$ cat src/rtl/crc_multi_pkg.sv
// Package: shared types and per-preset constants for the CRC engine.
// Non-reflected presets are held left-aligned in a 32-bit register so a
// single shift network serves every width.
package crc_multi_pkg;

    localparam int CRC_W  = 32;
    localparam int BYTE_W = 8;

    typedef enum logic [1:0] {
        PRE_ETH32  = 2'd0,
        PRE_CCITT  = 2'd1,
        PRE_SAE8   = 2'd2,
        PRE_POLY2F = 2'd3
    } preset_t;

    // Width in bits of the CRC for a preset.
    function automatic int unsigned pre_width(preset_t p);
        case (p)
            PRE_ETH32: return 32;
            PRE_CCITT: return 16;
            default:   return 8;
        endcase
    endfunction

    // True when the preset shifts LSB first.
    function automatic logic pre_reflect(preset_t p);
        return (p == PRE_ETH32);
    endfunction

    // Polynomial in the shift direction the engine uses.
    function automatic logic [CRC_W-1:0] pre_poly(preset_t p);
        case (p)
            PRE_ETH32: return 32'hEDB8_8320;
            PRE_CCITT: return 32'h1021_0000;
            PRE_SAE8:  return 32'h1D00_0000;
            default:   return 32'h2F00_0000;
        endcase
    endfunction

    // Initial register contents, aligned like the polynomial.
    function automatic logic [CRC_W-1:0] pre_init(preset_t p);
        case (p)
            PRE_ETH32: return 32'hFFFF_FFFF;
            PRE_CCITT: return 32'hFFFF_0000;
            default:   return 32'hFF00_0000;
        endcase
    endfunction

    // Output inversion mask, right-aligned.
    function automatic logic [CRC_W-1:0] pre_xorout(preset_t p);
        case (p)
            PRE_ETH32: return 32'hFFFF_FFFF;
            PRE_CCITT: return 32'h0000_0000;
            default:   return 32'h0000_00FF;
        endcase
    endfunction

    // Right-aligned mask covering the preset width.
    function automatic logic [CRC_W-1:0] pre_mask(preset_t p);
        case (p)
            PRE_ETH32: return 32'hFFFF_FFFF;
            PRE_CCITT: return 32'h0000_FFFF;
            default:   return 32'h0000_00FF;
        endcase
    endfunction

endpackage

$ cat src/rtl/crc_byte_engine.sv
// Module: crc_byte_engine
// Advances the CRC register by one byte in a single combinational pass.
// Assumes the state uses the package layout: LSB-first presets right-aligned,
// MSB-first presets left-aligned in the 32-bit register.
module crc_byte_engine
    import crc_multi_pkg::*;
(
    input  preset_t                 preset,
    input  logic [CRC_W-1:0]        state_in,
    input  logic [BYTE_W-1:0]       data_in,
    output logic [CRC_W-1:0]        state_out
);

    localparam int LOW_PAD = CRC_W - BYTE_W;

    logic             refl;
    logic [CRC_W-1:0] poly;
    logic [CRC_W-1:0] stage [BYTE_W+1];

    // Folds the byte into the end of the register that shifts out first.
    always_comb begin
        refl     = pre_reflect(preset);
        poly     = pre_poly(preset);
        stage[0] = refl ? (state_in ^ {{LOW_PAD{1'b0}}, data_in})
                        : (state_in ^ {data_in, {LOW_PAD{1'b0}}});
    end

    // One shift-and-reduce step per data bit.
    for (genvar b = 0; b < BYTE_W; b++) begin : g_bit
        always_comb begin
            if (refl)
                stage[b+1] = stage[b][0] ? ((stage[b] >> 1) ^ poly) : (stage[b] >> 1);
            else
                stage[b+1] = stage[b][CRC_W-1] ? ((stage[b] << 1) ^ poly) : (stage[b] << 1);
        end
    end

    assign state_out = stage[BYTE_W];

endmodule

$ cat src/rtl/crc_result.sv
// Module: crc_result
// Finalizes the register into a right-aligned CRC, compares it against the
// reference in verify mode, and holds result and flags until the next start.
// Assumes close and start are never high together (the controller gates this).
module crc_result
    import crc_multi_pkg::*;
(
    input  logic              clk,
    input  logic              rst_n,
    input  logic              start,
    input  logic              close,
    input  preset_t           preset,
    input  logic              verify,
    input  logic [CRC_W-1:0]  final_state,
    input  logic [CRC_W-1:0]  expect_crc,
    output logic [CRC_W-1:0]  crc_out,
    output logic              done,
    output logic              match,
    output logic              mismatch
);

    logic [CRC_W-1:0] fin;
    logic             equal;

    // Maps the register into output form and compares under the width mask.
    always_comb begin
        if (pre_reflect(preset))
            fin = final_state ^ pre_xorout(preset);
        else
            fin = (final_state >> (CRC_W - pre_width(preset))) ^ pre_xorout(preset);
        equal = ((fin ^ expect_crc) & pre_mask(preset)) == '0;
    end

    // Result registers: cleared by start, loaded on the closing beat.
    always_ff @(posedge clk) begin
        if (!rst_n || start) begin
            crc_out  <= '0;
            done     <= 1'b0;
            match    <= 1'b0;
            mismatch <= 1'b0;
        end else if (close) begin
            crc_out  <= fin;
            done     <= 1'b1;
            match    <= verify && equal;
            mismatch <= verify && !equal;
        end
    end

    p_flags_exclusive_r10: assert property (@(posedge clk) disable iff (!rst_n)
        !(match && mismatch));
    p_flags_need_done_r10: assert property (@(posedge clk) disable iff (!rst_n)
        (match || mismatch) |-> done);
    p_result_held_r8: assert property (@(posedge clk) disable iff (!rst_n)
        (done && !start && !close) |=> ($stable(crc_out) && done));

endmodule

$ cat src/rtl/crc_multi_unit.sv
// Module: crc_multi_unit (top)
// Streaming CRC with four fixed presets and an optional check mode. start
// latches the preset and mode and loads the initial value. Each valid&ready
// beat absorbs one byte, and the beat or bubble carrying last closes the frame.
// Assumes the driver holds in_data stable while in_valid is high.
module crc_multi_unit
    import crc_multi_pkg::*;
(
    input  logic              clk,
    input  logic              rst_n,
    input  logic [1:0]        preset_sel,
    input  logic              verify_en,
    input  logic              start,
    input  logic              in_valid,
    input  logic [7:0]        in_data,
    input  logic              last,
    output logic              in_ready,
    input  logic [31:0]       expect_crc,
    output logic [31:0]       crc_out,
    output logic              done,
    output logic              match,
    output logic              mismatch
);

    preset_t          preset_q;
    logic             verify_q;
    logic             armed;
    logic [CRC_W-1:0] state_q;
    logic [CRC_W-1:0] state_step;
    logic [CRC_W-1:0] state_next;
    logic             take;
    logic             close;

    assign in_ready = armed;
    assign take     = armed && in_valid && !start;
    assign close    = armed && last && !start;

    crc_byte_engine u_engine (
        .preset    (preset_q),
        .state_in  (state_q),
        .data_in   (in_data),
        .state_out (state_step)
    );

    // Chooses the register value after this cycle's beat, if any.
    always_comb state_next = take ? state_step : state_q;

    // Frame control: arm on start, disarm on the closing beat.
    always_ff @(posedge clk) begin
        if (!rst_n) begin
            armed    <= 1'b0;
            preset_q <= PRE_ETH32;
            verify_q <= 1'b0;
            state_q  <= '0;
        end else if (start) begin
            armed    <= 1'b1;
            preset_q <= preset_t'(preset_sel);
            verify_q <= verify_en;
            state_q  <= pre_init(preset_t'(preset_sel));
        end else begin
            state_q <= state_next;
            if (close)
                armed <= 1'b0;
        end
    end

    crc_result u_result (
        .clk         (clk),
        .rst_n       (rst_n),
        .start       (start),
        .close       (close),
        .preset      (preset_q),
        .verify      (verify_q),
        .final_state (state_next),
        .expect_crc  (expect_crc),
        .crc_out     (crc_out),
        .done        (done),
        .match       (match),
        .mismatch    (mismatch)
    );

    p_ready_after_start_r7: assert property (@(posedge clk) disable iff (!rst_n)
        start |=> (in_ready && !done));
    p_done_blocks_input_r8: assert property (@(posedge clk) disable iff (!rst_n)
        done |-> !in_ready);
    p_generate_no_flags_r11: assert property (@(posedge clk) disable iff (!rst_n)
        (done && !verify_q) |-> (!match && !mismatch));
    p_narrow_zero_ext_r8: assert property (@(posedge clk) disable iff (!rst_n)
        (done && preset_q != PRE_ETH32) |-> (crc_out[31:16] == 16'h0));
    p_idle_state_hold_r9: assert property (@(posedge clk) disable iff (!rst_n)
        (!armed && !start) |=> $stable(state_q));

endmodule

$ cat config.mk
export PLATFORM = sky130hd
export DESIGN_NAME = crc_multi_unit
export DESIGN_NICKNAME = d
export VERILOG_FILES = /design/src/rtl/crc_multi_pkg.sv /design/src/rtl/crc_byte_engine.sv /design/src/rtl/crc_result.sv /design/src/rtl/crc_multi_unit.sv
export SDC_FILE = /design/constraint.sdc
export NUM_CORES = 1
export LEC_CHECK = 0
export ABC_AREA = 1
export BUFFER_PORTS_ARGS = -buffer_cell sky130_fd_sc_hd__buf_4
export CAP_MARGIN = 20
export CELL_PAD_IN_SITES_DETAIL_PLACEMENT = 1
export CELL_PAD_IN_SITES_GLOBAL_PLACEMENT = 1
export CORE_MARGIN = 1.5
export CORE_UTILIZATION = 42
export DETAILED_ROUTE_END_ITERATION = 6
export HOLD_SLACK_MARGIN = 0.12
export PLACE_DENSITY = 0.89
export SYNTH_ARGS = -nofsm -noshare
export SYNTH_HDL_FRONTEND = slang
export SYNTH_SLANG_ARGS = --single-unit
$ cat constraint.sdc
create_clock -name clk -period 4.43 [get_ports clk]
set_input_delay 0.6645 -clock clk [delete_from_list [all_inputs] [get_ports clk]]
set_output_delay 0.6645 -clock clk [all_outputs]
set_load 0.01 [all_outputs]
==> results of run 1 <==
## through the flow
step	setup TNS [ns]	cell area (sq um)	hold WS, ns	utilization (%)
floorplan	0	8450	0.434	-
global placement	-0.302	10400	0.457	52.9
detailed placement	-0.731	10400	0.466	52.9
CTS	0	11400	0.473	58.2
## cells in the mapped netlist, drive strengths merged, types with 8 or more instances
cell / number
xor2: 31
inv: 189
o211ai: 8
buf: 36
nor3: 9
nand3b: 13
a31oi: 11
a21oi: 68
nand4: 25
o21ai: 147
or2: 8
nand3: 239
clkbuf: 33
nor2: 150
dfxtp: 71
nand2: 420
## cell families after synthesis
group / share of synthesized area (%)
DFF: 16.8
adders and majority gates: 0.888
buffers and inverters: 12.6
muxes: 0.118
and+or+nand+nor: 48.4
xor gates and xnor gates: 3.94
AOI/OAI and AO/OA: 17.2
## what timing repair did
item / in CTS
endpoints found under the hold margin: 0
endpoints found under the setup margin: 4
pin swaps: 55
resized for setup: 151
setup buffers: 13
cloned: 1
## per-layer routing
layer,GRT usage (%),overflow
met5,9.52,0
met4,66.6,14
met3,44.6,0
met2,88.0,3
met1,69.1,0
==> impl_metrics.ini, run 1 <==
[placed_design]
place_congestion = 0.970
hpwl_microns = 32900
port-buffer-count = 83
dp_cells = 1950
pre_cts_ws_ns = -0.376

[cts]
h-tree-depth = 3
clock_path_buffers = 2
numCtsBuffers = 9
cts.root.buffer_cell = clkbuf_16
hold_buffers = 0
cts.sinks = 71

[synthesis]
ys_ff_latch = 71
syn_inst = 1501
syn-cell-area_sq_um = 8450
avgSynthCellArea_sq_um = 5.63
yosysSeqAreaShare_pct = 16.8
synthDistinctLibCells = 52
synth_nets = 1555
ys_warn_count = 0
yosys.area.top_type_share_pct = 17.1
synth_top_cell_by_area = nand2_1
async_flop_share_pct = 0
synthTopCellsByArea = nand2_1 (17%), dfxtp_1 (17%), nand3_1 (12%)
synth-main-ff-cell = dfxtp_1
synth_enable_flop_cells = 0

[timing]
grt-worst-endpoint = u_result.mismatch$_SDFFE_PP0P_/D
worstEpCategory = register data pin

[status]
lastStage = global routing
error = [ERROR GRT-0232] Routing congestion too high. Check the congestion heatmap in the GUI.
status = aborted with a tool error

[floorplan]
rows = 51
fp.dieW_microns = 145
start_util_pct = 43.2
io_pins = 84
fp.dieH_microns = 145

[grt]
grt_max_degree = 69
grt_overflow = 17
grt_usage_pct = 67.2
==> run 2: changes to the inputs <==
Settings changed: CELL_PAD_IN_SITES_DETAIL_PLACEMENT 1 to unset, CELL_PAD_IN_SITES_GLOBAL_PLACEMENT 1 to unset, CORE_UTILIZATION 42 to 35, HOLD_SLACK_MARGIN 0.12 to unset, PLACE_DENSITY 0.89 to unset, PLACE_DENSITY_LB_ADDON set to 0.15.
==> impl_metrics.ini, run 2 <==
[status]
status = finished, final reports clean

[synthesis]
synth_top_cell_by_area = nand2_1
ys_ff_latch = 71
syn_inst = 1501
yosys.area.top_type_share_pct = 17.1
yosysSeqAreaShare_pct = 16.8
avgSynthCellArea_sq_um = 5.63
syn-cell-area_sq_um = 8450
synthDistinctLibCells = 52
synth-main-ff-cell = dfxtp_1
ys_warn_count = 0
synth_enable_flop_cells = 0
async_flop_share_pct = 0
synth_nets = 1555
synthMostInstantiatedCell = nand2_1
synthTopCellsByArea = nand2_1 (17%), dfxtp_1 (17%), nand3_1 (12%)
yosys-top-cells-count = nand2_1 (386), nand3_1 (198), inv_1 (167)

[floorplan]
core-area_sq_um = 23600
rows = 56
fp.dieH_microns = 158
die-area_sq_um = 25100
start_util_pct = 35.8
fp.dieW_microns = 158
io_pins = 84

[placed_design]
port-buffer-count = 83
hpwl_microns = 29100
dpl_cell_area_sq_um = 10400
place_congestion = 0.970
dp_cells = 2002

[timing]
hold_slack_ns = 0.470
clock_skew_ns = 0.00779
finalHoldViolCount = 0
fmax_mhz = 231
worst_slew_pin_slew_ns = 1.32
maxSlewHeadroom_pct = 11.6
setup_viol = 0
rsz0062_at_grt = true
finalCritPeriodShare_pct = 97.5
post-route-min-period_ns = 4.32
slew_violations = 0
fin_setup_tns_ns = 0

[cts]
cts.sinks = 71
cts.root.buffer_cell = clkbuf_16
clock_path_buffers = 2
tritoncts = yes
path_clk_slew_ns = 0.07
h-tree-depth = 3
hold_buffers = 0
clock_latency_ns = 0.34
numCtsBuffers = 9

[detailed_routing]
finalWirelength_microns = 37100
drtIter0Drc = 855
antenna_left = 0
vias = 10900
wl_met1_microns = 16500
vias_per_cell = 5.34
top_layer = met4
post-route-drc-count = 0
dr.pass1.iters = 7
met3_wirelength_microns = 2030
wl_met2_microns = 17300
wl_per_cell_microns = 18.2

[critical_path]
crit_family = simple AND/OR/NAND/NOR gates
end_kind = flip-flop
required_ns = 4.64
start_kind = flip-flop
crit_path_top_delay_cell = dfxtp_2
cpPeakStageDelay_ns = 0.32
path_max_fanout = 6
criticalPathCategory = flip-flop to flip-flop
crit_arrival_ns = 4.53
crit_buf_inv = 8

[power_and_ir_drop]
pwr-share-clk_pct = 18.5
p_comb_share_pct = 63.6
irDropWorstVdd_v = 0.000226
p_switching_w = 0.00188
sw_frac_of_total_pct = 48.6
p_leak_nw = 5.79
pwr-share-seq_pct = 17.9
intPower_w = 0.00200
power.density_nw_per_um2 = 323
p_total_w = 0.00388

[grt]
grt_usage_pct = 28.9
grt_pass1_vias = 9876
grt_overflow = 0
antenna_found_initial = 0
grt_pass1_wl_microns = 55000
grt_max_degree = 41

[layout]
finalNonFillerCells = 2043
postLayoutCellArea_sq_um = 12000
drive_gt1_share_pct = 35.3
final_common_cell = nand2_1
nFillCells = 2508
most-common-layout-cells = nand2_1 (304), buf_4 (259), inv_1 (157), nand3_1 (138), nor2_1 (124)
reg_top3 = state_q (32), u_result.crc_out (32), preset_q (2)
nNetsFinal = 1773
syn_to_final_growth_pct = 42.3
num_antenna_cells = 0

[run]
cap_violations = 0

[hold_path]
hold_class = flip-flop to flip-flop
==> run 2: cell counts after synthesis <==
No cell type changed its count.
==> run 2: repair_timing <==
item / CTS / global route
pin swaps: 6 / 117
resized for setup: 24 / 259
setup endpoints to repair: 2 / 9
buffers inserted: 2 / 23
==> run 2: cells by family (layout without fill, tap and decap cells) <==
| logic type | Yosys count | after routing | share of synthesized area (%) |
|---|---|---|---|
| and+or+nand+nor | 865 | 865 | 48.4 |
| AOI/OAI and AO/OA | 262 | 262 | 17.2 |
| buffers and inverters | 258 | 481 | 12.6 |
| DFF | 71 | 71 | 16.8 |
| xor gates and xnor gates | 38 | 38 | 3.94 |
| adders and majority gates | 6 | 6 | 0.888 |
| muxes | 1 | 1 | 0.118 |
==> run 2: power by group through the flow <==
stage | Sequential, W | Combinational, W | Clock [W]
after global placement | 0.000705 | 0.00202 | 0
after global routing | 0.000694 | 0.00268 | 0.000748
after CTS | 0.000691 | 0.00207 | 0.000729
final | 0.000693 | 0.00247 | 0.000719
after detailed placement | 0.000705 | 0.00202 | 0
after floorplan | 0.000696 | 0.00129 | 0
==> run 2: layout make-up <==
type	instances	area (sq um)	area share [%]
Multi-Input combinational cell	1172	7040	58.5
Tap cell	319	399	3.32
Timing Repair Buffer	276	2160	17.9
Inverter	189	728	6.05
Sequential cell	71	1420	11.8
Clock buffer	10	239	1.99
Clock inverter	6	42.5	0.354
==> run 2: tightest hold or removal path, stage by stage (launching register included) <==
cell and delay [ns]:
dfxtp_1 0.31, nand2_1 0.06, a21oi_1 0.06
==> run 2: per-layer routing <==
layer	GRT usage, %	up-vias
met4	11.0	0
met5	0	-
met1	39.1	5104
li1	-	5365
met2	47.2	371
met3	2.94	68
==> run 2: path summary, 6_finish.rpt <==
| path | startpoint | endpoint | slack, ns | depth (start not counted) |
|---|---|---|---|---|
| setup / recovery | preset_q[1] | u_result.mismatch | 0.11 | 33 |
| hold / removal | u_result.crc_out[19] | u_result.crc_out[19] | 0.47 | 2 |
| setup reg to reg | preset_q[1] | u_result.mismatch | 0.11 | 33 |
| hold reg to reg | u_result.crc_out[19] | u_result.crc_out[19] | 0.47 | 2 |
==> run 2: stage by stage <==
step	setup slack, ns	utilization (%)
floorplan	0.762	-
global placement	-0.228	44.1
detailed placement	-0.209	44.1
CTS	0.00552	45.8
global route	-0.176	50.9
finish	0.110	50.9
(Power assumes the default switching activity.)
==> run 3: changes to the inputs <==
Settings changed: SYNTH_HIERARCHICAL set to 1.
==> impl_metrics.ini, run 3 <==
[status]
status = finished with violations
violations = negative setup slack

[synthesis]
synthMostInstantiatedCell = nand2_1
ys_ff_latch = 71
yosysSeqAreaShare_pct = 16.5
synth_nets = 1668
synth_top_cell_by_area = nand2_1
synth_xor_area_share_pct = 3.57
synthDistinctLibCells = 43
yosys.area.top_type_share_pct = 21.1
yosys-top-cells-count = nand2_1 (483), inv_1 (225), nand3_1 (213)
ys_warn_count = 6
synth_top_family_by_area = simple AND/OR/NAND/NOR gates
synth.area.mux_share_pct = 0
syn-cell-area_sq_um = 8600
syn_inst = 1612
synth_simple_gate_area_share_pct = 48.9
avgSynthCellArea_sq_um = 5.33
synth-main-ff-cell = dfxtp_1
synthTopCellsByArea = nand2_1 (21%), dfxtp_1 (17%), nand3_1 (12%)
async_flop_share_pct = 0
synthAdderAreaFrac_pct = 1.16
synth_enable_flop_cells = 0
synth_compound_area_share_pct = 14.7

[floorplan]
start_util_pct = 35.6
fp.dieH_microns = 160
die-area_sq_um = 25500
fp.dieW_microns = 160
io_pins = 84
core-area_sq_um = 24200
rows = 57

[grt]
gr-usage-met2_pct = 44.3
grt-busiest-layer = met2
grt_max_degree = 65
grt_usage_pct = 27.0
grt_pass1_vias = 9920
antenna_found_initial = 0
grt_pass1_wl_microns = 54100
grt_overflow = 0
grt.met1_usage_pct = 36.4
grt_util_met3_pct = 4.39

[layout]
syn_to_final_growth_pct = 37.1
most-common-layout-cells = nand2_1 (430), buf_4 (269), inv_1 (215), nand3_1 (167), nor2_1 (121)
final_common_cell = nand2_1
drive_gt1_share_pct = 27.1
reg_top3 = state_q (32), u_result/crc_out (32), preset_q (2)
num_antenna_cells = 0
nFillCells = 2595
nNetsFinal = 1892

[critical_path]
end_kind = flip-flop
cp_common_cell = nand2_1
crit_arrival_ns = 4.67
path_max_fanout = 7
required_ns = 4.64
criticalPathCategory = flip-flop to flip-flop
crit_path_top_delay_cell = dfxtp_4
start_kind = flip-flop
cpPeakStageDelay_ns = 0.35

[cts]
cts.root.buffer_cell = clkbuf_16
numCtsBuffers = 9
cts.sinks = 71
path_clk_slew_ns = 0.06
clock_latency_ns = 0.34
clock_path_buffers = 2
h-tree-depth = 3
hold_buffers = 0
tritoncts = yes

[power_and_ir_drop]
p_leak_nw = 6.08
power.density_nw_per_um2 = 319
irDropWorstVdd_v = 0.000189
p_total_w = 0.00375

[detailed_routing]
wl_per_cell_microns = 16.4
dr.pass1.iters = 5
vias = 11100
finalWirelength_microns = 35500
drtIter0Drc = 956
post-route-drc-count = 0
antenna_left = 0
vias_per_cell = 5.11

[timing]
rsz0062_at_grt = true
clock_skew_ns = 0.00753
maxSlewHeadroom_pct = 42.7
finalCritPeriodShare_pct = 101
fin_setup_tns_ns = -0.0656
worst_slew_pin_slew_ns = 0.854
setup_slack_ns = -0.0360
post-route-min-period_ns = 4.47
setup_viol = 2
slew_violations = 0
finalHoldViolCount = 0
fmax_mhz = 224

[placed_design]
pre_cts_ws_ns = -0.441
port-buffer-count = 83
place_congestion = 0.956
hpwl_microns = 27700

[hold_path]
hold_class = flip-flop to flip-flop

[run]
cap_violations = 0
==> run 3: cell count changes after synthesis, moves of 8 or more <==
cell     delta
a21oi_1    +13
a31oi_1     -8
and2_1     +24
inv_1      +58
nand2_1    +97
nand2_2    -17
nand3_1    +15
nand3_2    -25
o21ai_0    -13
==> run 3: per-layer routing <==
layer / up-vias / part of all wire [%]
met3: 56 / 6.7
met1: 5096 / 45
met4: 0 / 2.5
li1: 5576 / -
met5: - / 0
met2: 344 / 46
==> run 3: final cells by class <==
| cell class | instances | area [sq um] | share of cell area, % |
|---|---|---|---|
| Clock buffer | 9 | 225 | 1.91 |
| Clock inverter | 7 | 80.1 | 0.680 |
| Multi-Input combinational cell | 1225 | 6560 | 55.6 |
| Tap cell | 324 | 405 | 3.44 |
| Inverter | 250 | 953 | 8.09 |
| Timing Repair Buffer | 279 | 2140 | 18.1 |
| Sequential cell | 71 | 1430 | 12.1 |
==> run 3: logic make-up (layout without fill, tap and decap cells) <==
logic type                 after synthesis  in the layout
and+or+nand+nor                        944            945
buffers and inverters                  317            545
AOI/OAI and AO/OA                      237            237
DFF                                     71             71
xor gates and xnor gates                35             35
adders and majority gates                8              8
==> run 3: worst paths after layout <==
check                                          to           from  slack [ns]  depth (start not counted)
worst min-delay path                u_result/done  u_result/done        0.48                          2
worst max register to register  u_result/mismatch    preset_q[1]       -0.04                         40
worst max-delay path            u_result/mismatch    preset_q[1]       -0.04                         40
worst min register to register      u_result/done  u_result/done        0.48                          2
==> run 3: stage by stage <==
stage | hold slack (ns) | instances | area (sq um) | utilization, %
final | 0.480 | 2165 | 11800 | 48.7
after CTS | 0.479 | 2149 | 11100 | 45.9
after global routing | 0.525 | 2165 | 11800 | 48.7
after floorplan | 0.463 | 1612 | 8600 | -
after detailed placement | 0.470 | 2127 | 10600 | 43.8
after global placement | 0.469 | 2127 | 10600 | 43.8
==> run 3: critical path, delay by kind of cell (launching register included) <==
family | cells | cell delay [ns]
adder cells (fa/ha/maj) | 1 | 0.16
flip-flops | 1 | 0.35
AND/OR/NAND/NOR | 28 | 2.54
buffers and inverters | 7 | 0.74
XOR/XNOR | 1 | 0.15
AO/OA/AOI/OAI | 3 | 0.37
==> run 3: timing repair <==
action | CTS | global route
gates cloned | 1 | 0
setup buffers | 5 | 16
gates resized for setup | 40 | 151
setup endpoints to repair | 3 | 7
pin swaps | 13 | 56
==> run 3: power breakdown <==
part	switching [W]	leakage [nW]	internal [W]
logic	0.00140	5.35	0.000892
clock network	0.000316	0.148	0.000444
registers	0.0000348	0.581	0.000664
total	0.00175	6.08	0.00200
==> run 4: changes to the inputs <==
Settings changed: CORE_MARGIN 1.5 to 2.
==> impl_metrics.ini, run 4 (synthesized netlist as in run 3, its figures left out) <==
[status]
status = finished, final reports clean

[placed_design]
pre_cts_ws_ns = -0.488
port-buffer-count = 83
hpwl_microns = 27900
place_congestion = 0.948

[timing]
finalHoldViolCount = 0
fmax_mhz = 227
worst_slew_pin_slew_ns = 1.04
post-route-min-period_ns = 4.41
clock_skew_ns = 0.0107
setup_viol = 0
rsz0062_at_grt = true
slew_violations = 0
maxSlewHeadroom_pct = 30.8
finalCritPeriodShare_pct = 99.5
setup_slack_ns = 0.0227

[power_and_ir_drop]
p_switching_w = 0.00175
p_comb_share_pct = 61.0
sw_frac_of_total_pct = 46.7
pwr-share-clk_pct = 20.3
power.density_nw_per_um2 = 320
p_leak_nw = 6.03
p_total_w = 0.00375
irDropWorstVdd_v = 0.000197
pwr-share-seq_pct = 18.7
intPower_w = 0.00200

[layout]
multi_input_area_sq_um = 6520
final_common_cell = nand2_1
syn_to_final_growth_pct = 36.4
nFillCells = 2617
num_antenna_cells = 0
drive_gt1_share_pct = 27.1
reg_top3 = state_q (32), u_result/crc_out (32), preset_q (2)
register_area_sq_um = 1430
final_core_util_pct = 48.4
nNetsFinal = 1888
most-common-layout-cells = nand2_1 (419), buf_4 (266), inv_1 (214), nand3_1 (171), nor2_1 (120)

[critical_path]
r2r_end = u_result/mismatch
criticalPathCategory = flip-flop to flip-flop
start_kind = flip-flop
crit_arrival_ns = 4.62
cpPeakStageDelay_ns = 0.37
r2r-start = preset_q[1]
critPathLaunch = preset_q[1]
end_kind = flip-flop
cp_common_cell = nand2_1
reg2regPathDepth = 40
r2r_setup_slack_ns = 0.02
crit_path_top_delay_cell = dfxtp_4
path_max_fanout = 4
required_ns = 4.64

[floorplan]
rows = 57
fp.dieW_microns = 161
start_util_pct = 35.5
die-area_sq_um = 25800
fp.dieH_microns = 161
io_pins = 84
core-area_sq_um = 24200

[detailed_routing]
vias_per_cell = 5.17
vias = 11200
top_layer = met4
finalWirelength_microns = 35600
antenna_left = 0
post-route-drc-count = 0
wl_met2_microns = 15700
wl_met1_microns = 16000
wl_per_cell_microns = 16.5
met3_wirelength_microns = 2510
dr.pass1.iters = 6
drtIter0Drc = 943

[hold_path]
hp-start = u_result/match
hold_class = flip-flop to flip-flop
min_delay_path_depth = 2
holdPathEnd = u_result/match

[cts]
cts.root.buffer_cell = clkbuf_16
tritoncts = yes
clock_latency_ns = 0.34
h-tree-depth = 3
numCtsBuffers = 9
path_clk_slew_ns = 0.06
cts.sinks = 71
clock_path_buffers = 2

[grt]
grt_overflow = 0
grt_max_degree = 47
grt_pass1_vias = 10100
antenna_found_initial = 0
grt_usage_pct = 26.6
grt_pass1_wl_microns = 54100

[run]
cap_violations = 0
==> run 4: cell type report <==
cell class / instances / share of cell area, %
clock inverter: 7 / 0.683
sequential: 71 / 12.2
multi-input combinational: 1224 / 55.6
inverter: 250 / 8.11
clock buffer: 9 / 1.92
timing repair buffer: 276 / 18.1
tap: 324 / 3.46
==> run 4: stage by stage <==
stage	hold slack, ns	instance area [sq um]	std cells	TNS, ns
after floorplan	0.463	8600	1612	0
final	0.477	11700	2161	0
after CTS	0.479	11200	2155	0
after global placement	0.465	10600	2131	-0.951
after global routing	0.494	11700	2161	-0.736
after detailed placement	0.468	10600	2131	-0.932
==> run 4: worst max-delay path by stage <==
stage                                    to  slack, ns  cells past startpoint
after detailed placement  u_result/mismatch      -0.49                     44
after global placement    u_result/mismatch      -0.50                     43
after global routing      u_result/mismatch      -0.37                     42
after floorplan           u_result/mismatch       0.15                     30
after CTS                 u_result/mismatch       0.01                     44
final                     u_result/mismatch       0.02                     40
==> run 4: timing repair <==
action                     in CTS  in global routing
gates resized for setup        66                125
setup endpoints to repair       2                  7
hold buffers                    0                  0
setup buffers                   9                  7
pin swaps                      29                 76
==> run 4: power by group through the flow <==
stage	combinational (W)	sequential, W	clock, W
2_1_floorplan	0.00124	0.000699	0
4_1_cts	0.00208	0.000697	0.000774
3_5_place_dp	0.00200	0.000710	0
3_3_place_gp	0.00199	0.000710	0
5_1_grt	0.00251	0.000700	0.000802
6_report	0.00229	0.000699	0.000760
==> run 4: worst max-delay path: cells and delay by family, from the launching register on <==
| family | cells | cell delay [ns] |
|---|---|---|
| AOI/OAI and AO/OA | 2 | 0.23 |
| and+or+nand+nor | 30 | 2.70 |
| buffers and inverters | 5 | 0.46 |
| xor gates and xnor gates | 2 | 0.30 |
| DFF | 1 | 0.37 |
| adders and majority gates | 1 | 0.19 |
==> run 4: layer usage <==
| metal | global-route usage, % | up-vias |
|---|---|---|
| li1 | - | 5577 |
| met1 | 36.6 | 5104 |
| met2 | 42.1 | 403 |
| met3 | 3.69 | 83 |
| met4 | 10.6 | 0 |
| met5 | 0 | - |
